==> src/rtl/circ_pkg.sv <==
package circ_pkg;

    typedef enum logic [1:0] {
        ST_IDLE,
        ST_ADV,
        ST_WRAP,
        ST_REJ
    } agu_state_t;

    typedef struct packed {
        logic fold_up;
        logic fold_dn;
        logic bad_mod;
    } step_info_t;

endpackage

==> src/rtl/circ_step_calc.sv <==
module circ_step_calc #(
    parameter int AW = 16
) (
    input  logic [AW-1:0]       idx_i,
    input  logic [AW-1:0]       base_i,
    input  logic [AW-1:0]       len_i,
    input  logic [AW-1:0]       mod_i,
    output logic [AW-1:0]       nxt_o,
    output circ_pkg::step_info_t info_o
);
    localparam int EW = AW + 2;

    logic signed [EW-1:0] s_idx, s_base, s_len, s_mod, s_mag, s_top, s_tent;
    logic                 mod_neg;

    always_comb begin
        mod_neg = mod_i[AW-1];
        s_idx   = signed'({2'b00, idx_i});
        s_base  = signed'({2'b00, base_i});
        s_len   = signed'({2'b00, len_i});
        s_mod   = signed'({{2{mod_neg}}, mod_i});
        s_mag   = mod_neg ? -s_mod : s_mod;
        s_top   = s_base + s_len;
        s_tent  = s_idx + s_mod;

        info_o         = '0;
        info_o.bad_mod = (mod_i == '0) || (s_mag > s_len);
        nxt_o          = AW'(s_tent);
        if (!mod_neg && (s_tent >= s_top)) begin
            info_o.fold_up = 1'b1;
            nxt_o          = AW'(s_tent - s_len);
        end else if (mod_neg && (s_tent < s_base)) begin
            info_o.fold_dn = 1'b1;
            nxt_o          = AW'(s_tent + s_len);
        end
    end
endmodule

==> src/rtl/circ_sticky.sv <==
module circ_sticky #(
    parameter int N = 3
) (
    input  logic         clk,
    input  logic         rst_n,
    input  logic [N-1:0] set_i,
    input  logic [N-1:0] clr_i,
    output logic [N-1:0] flag_o
);
    for (genvar g = 0; g < N; g++) begin : g_bit
        always_ff @(posedge clk) begin
            if (!rst_n)
                flag_o[g] <= 1'b0;
            else if (set_i[g])
                flag_o[g] <= 1'b1;
            else if (clr_i[g])
                flag_o[g] <= 1'b0;
        end

        // a set flag survives any cycle without its clear
        p_sticky_hold_r8: assert property (@(posedge clk) disable iff (!rst_n)
            (flag_o[g] && !clr_i[g]) |=> flag_o[g]);
    end
endmodule

==> src/rtl/circ_addr_gen.sv <==
module circ_addr_gen #(
    parameter int AW = 16
) (
    input  logic          clk,
    input  logic          rst_n,
    input  logic [AW-1:0] base_i,
    input  logic [AW-1:0] len_i,
    input  logic [AW-1:0] mod_i,
    input  logic          load_i,
    input  logic [AW-1:0] load_idx_i,
    input  logic          step_i,
    input  logic          clr_up_i,
    input  logic          clr_dn_i,
    input  logic          clr_err_i,
    output logic [AW-1:0] addr_o,
    output logic          wrap_up_o,
    output logic          wrap_dn_o,
    output logic          cfg_err_o,
    output logic          irq_o
);
    import circ_pkg::*;

    agu_state_t   state_q, state_d;
    logic [AW-1:0] idx_q, idx_nxt;
    step_info_t   info;
    logic         step_eff, step_ok;
    logic [2:0]   flag_set, flag_clr, flags;

    circ_step_calc #(.AW(AW)) u_calc (
        .idx_i  (idx_q),
        .base_i (base_i),
        .len_i  (len_i),
        .mod_i  (mod_i),
        .nxt_o  (idx_nxt),
        .info_o (info)
    );

    assign step_eff = step_i && !load_i;
    assign step_ok  = step_eff && !info.bad_mod;

    // next-state logic
    always_comb begin
        state_d = ST_IDLE;
        unique case (state_q)
            ST_IDLE, ST_ADV, ST_WRAP, ST_REJ: begin
                if (!step_eff)
                    state_d = ST_IDLE;
                else if (info.bad_mod)
                    state_d = ST_REJ;
                else if (info.fold_up || info.fold_dn)
                    state_d = ST_WRAP;
                else
                    state_d = ST_ADV;
            end
            default: state_d = ST_IDLE;
        endcase
    end

    // state register
    always_ff @(posedge clk) begin
        if (!rst_n)
            state_q <= ST_IDLE;
        else
            state_q <= state_d;
    end

    // index register
    always_ff @(posedge clk) begin
        if (!rst_n)
            idx_q <= base_i;
        else if (load_i)
            idx_q <= load_idx_i;
        else if (step_ok)
            idx_q <= idx_nxt;
    end

    assign flag_set = {step_ok && info.fold_up, step_ok && info.fold_dn, step_eff && info.bad_mod};
    assign flag_clr = {clr_up_i, clr_dn_i, clr_err_i};

    circ_sticky #(.N(3)) u_flags (
        .clk    (clk),
        .rst_n  (rst_n),
        .set_i  (flag_set),
        .clr_i  (flag_clr),
        .flag_o (flags)
    );

    // outputs
    always_comb begin
        addr_o    = idx_q;
        wrap_up_o = flags[2];
        wrap_dn_o = flags[1];
        cfg_err_o = flags[0];
        irq_o     = (state_q == ST_WRAP);
    end

    // reset forces index to base and quiet flags
    p_reset_state_r1: assert property (@(posedge clk)
        !rst_n |=> (addr_o == $past(base_i) && !irq_o && !wrap_up_o && !wrap_dn_o && !cfg_err_o));

    // load writes the index
    p_load_idx_r2: assert property (@(posedge clk) disable iff (!rst_n)
        load_i |=> (addr_o == $past(load_idx_i)));

    // request only follows a non-load step
    p_irq_cause_r6: assert property (@(posedge clk) disable iff (!rst_n)
        (state_d == ST_WRAP) |=> irq_o);
    p_irq_src_r6: assert property (@(posedge clk) disable iff (!rst_n)
        irq_o |-> $past(step_i && !load_i));

    // zero modifier never moves the index nor raises a request
    p_zero_mod_r7: assert property (@(posedge clk) disable iff (!rst_n)
        (step_i && !load_i && mod_i == '0) |=> ($stable(addr_o) && !irq_o && cfg_err_o));

    // in-window index stays in window after a legal step
    p_window_r9: assert property (@(posedge clk) disable iff (!rst_n)
        (step_ok && addr_o >= base_i
            && ({1'b0, addr_o} < ({1'b0, base_i} + {1'b0, len_i})))
        |=> (addr_o >= $past(base_i)
            && ({1'b0, addr_o} < ({1'b0, $past(base_i)} + {1'b0, $past(len_i)}))));
endmodule

==> config.mk <==
export PLATFORM = sky130hd
export DESIGN_NAME = circ_addr_gen
export DESIGN_NICKNAME = d
export VERILOG_FILES = /design/src/rtl/circ_pkg.sv /design/src/rtl/circ_step_calc.sv /design/src/rtl/circ_sticky.sv /design/src/rtl/circ_addr_gen.sv
export SDC_FILE = /design/constraint.sdc
export NUM_CORES = 1
export LEC_CHECK = 0
export BUFFER_PORTS_ARGS = -buffer_cell sky130_fd_sc_hd__clkbuf_2
export CAP_MARGIN = 20
export CORE_ASPECT_RATIO = 0.9
export CORE_MARGIN = 4
export CORE_UTILIZATION = 53
export DETAILED_ROUTE_END_ITERATION = 7
export HOLD_SLACK_MARGIN = 0.05
export PLACE_DENSITY_LB_ADDON = 0.25
export SYNTH_ARGS = -nofsm -noshare
export SYNTH_HDL_FRONTEND = slang
export SYNTH_SLANG_ARGS = --single-unit
==> constraint.sdc <==
create_clock -name clk -period 4.3 [get_ports clk]
set_input_delay 0 -clock clk [delete_from_list [all_inputs] [get_ports clk]]
set_output_delay 0 -clock clk [all_outputs]
set_load 0.02 [all_outputs]
==> impl_metrics.ini <==
[cells_and_area]
diodes = 0
multi_input_area_um2 = 4712
area_delta_synth_final_pct = 37.92
nets = 1059
final_design_area_no_fill_um2 = 7213
fill_cells = 726
seq_area_um2 = 580.6
drive_gt1_frac = 0.3238

[global_route]
grt_pass1_vias = 5684
grt_max_degree = 20
grt_pass1_wl_um = 28920
grt_use_total = 0.3181
grt_antenna_before_repair = 0
grt-ovfl-total = 0

[setup_path]
worstSetupStartpointType = register
path_max_fanout = 6
endpoint_kind = register
r2r_setup_slack_ns = -0.46
cp_data_required_time_ns = 4.31
arrival_ns = 4.76
crit_type = reg -> reg

[logic_synthesis]
synth.distinct_cells = 68
ys_seq_area_frac = 0.1110
netlist.area_leader.share = 0.2536
ys_top_cells_by_count = 106 x ha_1, 77 x a21oi_1, 58 x inv_1
async_flop_share = 0
synth_edf_count = 16
yosysTopAreaCell = ha_1
synth_seq_cells = 21
synthFlopType = edfxtp_1
syn_area_um2 = 5230
yosysWarnings = 0
syn_inst = 677
postSynthAreaPerCell_um2 = 7.725
yosysMostFrequentCell = ha_1
synth_nets = 858
synthTopCellsByArea = ha_1 25%, edfxtp_1 9.2%, a21oi_1 7.4%, xnor2_1 5.0%, inv_1 4.2%

[route]
post_drt_wl_per_cell_um = 19.43
drtIter0Drc = 726
wl_um = 19490
postRouteAntennaNets = 0
drcViolationCount = 0
viasPerCell = 6.187
first_pass_iters = 6
vias = 6206

[sta]
fin_setup_tns_ns = -7.426
slew_headroom = 0.3580
fin_worst_skew_ns = 0.01413
whs_ns = 0.07697
fin_crit_sh = 1.106
timing.fmax_mhz = 210.2
rsz0062_at_grt = yes
finalHoldViolCount = 0
slew_viol_final = 0
finalSetupViolCount = 20
worst_pin_slew_ns = 0.9630
worst_slack_ns = -0.4575
min_period_ns = 4.757

[floorplan]
dieArea_um2 = 11520
num_io_pins = 91
core-area_um2 = 9657
initial_utilization = 0.5416
die_y_um = 102.2
die_x_um = 112.7
rows = 34

[outcome]
status = complete, but fails checks
violations = negative setup slack

[pwr]
clkPwrFrac = 0.036
p_seq_frac = 0.073
p_int_mw = 2.081
switchingPower_mw = 2.112
switching_share = 0.5036
p_comb_frac = 0.891
peakVddDrop_mv = 0.2742
leakagePower_nw = 3.447
power.density_nw_per_um2 = 581.3

[flow_run]
maxCapViolCount = 0

[clock_network]
root_buffer = clkbuf_8
cts_max_level = 1
clk_latency_ns = 0.29
cts_buffer_depth = 2
cts-buffers-inserted = 3
clk_pin_slew_ns = 0.09
cts_tree = built
clkSinkCount = 21

[placed_design]
hpwl_um = 15560
io_buffers = 90
pre_cts_slack_ns = -0.5805
routabilityCongestion = 0.9750
place_area_um2 = 6536

[min_path]
min-delay-path-class = in -> reg
-- final timing paths --
path	startpoint	endpoint	cells after the start
setup reg to reg	addr_o[0]	addr_o[0]	22
hold reg to reg	u_flags.flag_o[1]	u_flags.flag_o[1]	2
hold / removal	load_idx_i[5]	addr_o[5]	2
setup / recovery	addr_o[0]	addr_o[0]	22
-- per-stage QoR --
step	utilization	power, mW	cells
after floorplan	-	2.255	677
after global placement	0.6769	3.300	974
after detailed placement	0.6769	3.381	974
after CTS	0.6997	3.618	991
after global routing	0.7470	4.504	1003
final	0.7470	4.193	1003
-- timing repair --
item,CTS,global route
hold endpoints to repair,8,0
hold buffers,8,0
endpoints found under the setup margin,20,20
gates resized for setup,10,68
gates cloned,0,2
buffers inserted,5,10
pin swaps,14,30
-- flip-flops by register name, summed over array words and instances, names as in the netlist --
signal / count
addr_o: 16
state_q: 2
u_flags.flag_o: 3
-- cell type report --
cell class	instances	area share
Tap cell	126	0.02186
Inverter	60	0.03122
Sequential cell	21	0.08049
Clock buffer	4	0.006245
Timing Repair Buffer	211	0.2069
Multi-Input combinational cell	581	0.6533
-- critical path, stage by stage (launching register included) --
cell and delay (ns):
edfxtp_1 0.44, ha_4 0.20, fa_2 0.40, a21oi_4 0.19
buf_4 0.13, nor2b_1 0.04, nor2_1 0.17, xnor2_2 0.22
ha_1 0.30, o21a_1 0.18, nor2_1 0.15, nor3_2 0.06
a211o_1 0.29, a31oi_1 0.14, o21a_1 0.24, o211ai_1 0.12
a22oi_2 0.27, a2bb2oi_4 0.23, buf_12 0.16, and2_4 0.19
buf_6 0.12, mux2i_1 0.18, o21ai_1 0.07
-- cell usage in the layout, fill, tap and decap left out, types with 5 or more instances in the layout --
cell type / n
o21ai_1: 8
xnor2_1: 24
buf_4: 100
o21bai_1: 15
xor2_1: 7
dfxtp_1: 5
o22ai_1: 17
dlygate4sd3_1: 8
nor3_1: 18
a21oi_1: 54
buf_6: 5
a21oi_2: 24
clkbuf_2: 90
o211ai_1: 9
nor2b_1: 18
ha_1: 104
edfxtp_1: 16
nand2b_1: 18
a211oi_1: 6
nor2_1: 33
inv_1: 58
o21ai_0: 36
a31oi_1: 11
a21o_1: 15
o21a_1: 5
o31ai_1: 6
nand2_1: 40
-- logic make-up after synthesis --
| group | share of synthesized area |
|---|---|
| DFF | 0.1110 |
| adders and majority gates | 0.2708 |
| xor gates and xnor gates | 0.06531 |
| and+or+nand+nor | 0.1584 |
| muxes | 0.003828 |
| AOI/OAI and AO/OA | 0.3311 |
| buffers and inverters | 0.05957 |
-- routing by layer --
layer	global-route usage	wire length, um
met2	0.5082	8523
met5	0	0
met3	0.05388	1894
met4	0.05360	337
met1	0.4580	8731
-- power by group through the flow --
stage | combinational [mW] | sequential [mW] | clock [mW]
4_1_cts | 3.16 | 0.303 | 0.153
3_5_place_dp | 3.07 | 0.308 | 0
2_1_floorplan | 1.91 | 0.350 | 0
3_3_place_gp | 2.99 | 0.306 | 0
5_1_grt | 4.03 | 0.309 | 0.161
6_report | 3.74 | 0.305 | 0.153
Note: power is estimated with default switching activity, not from simulation.
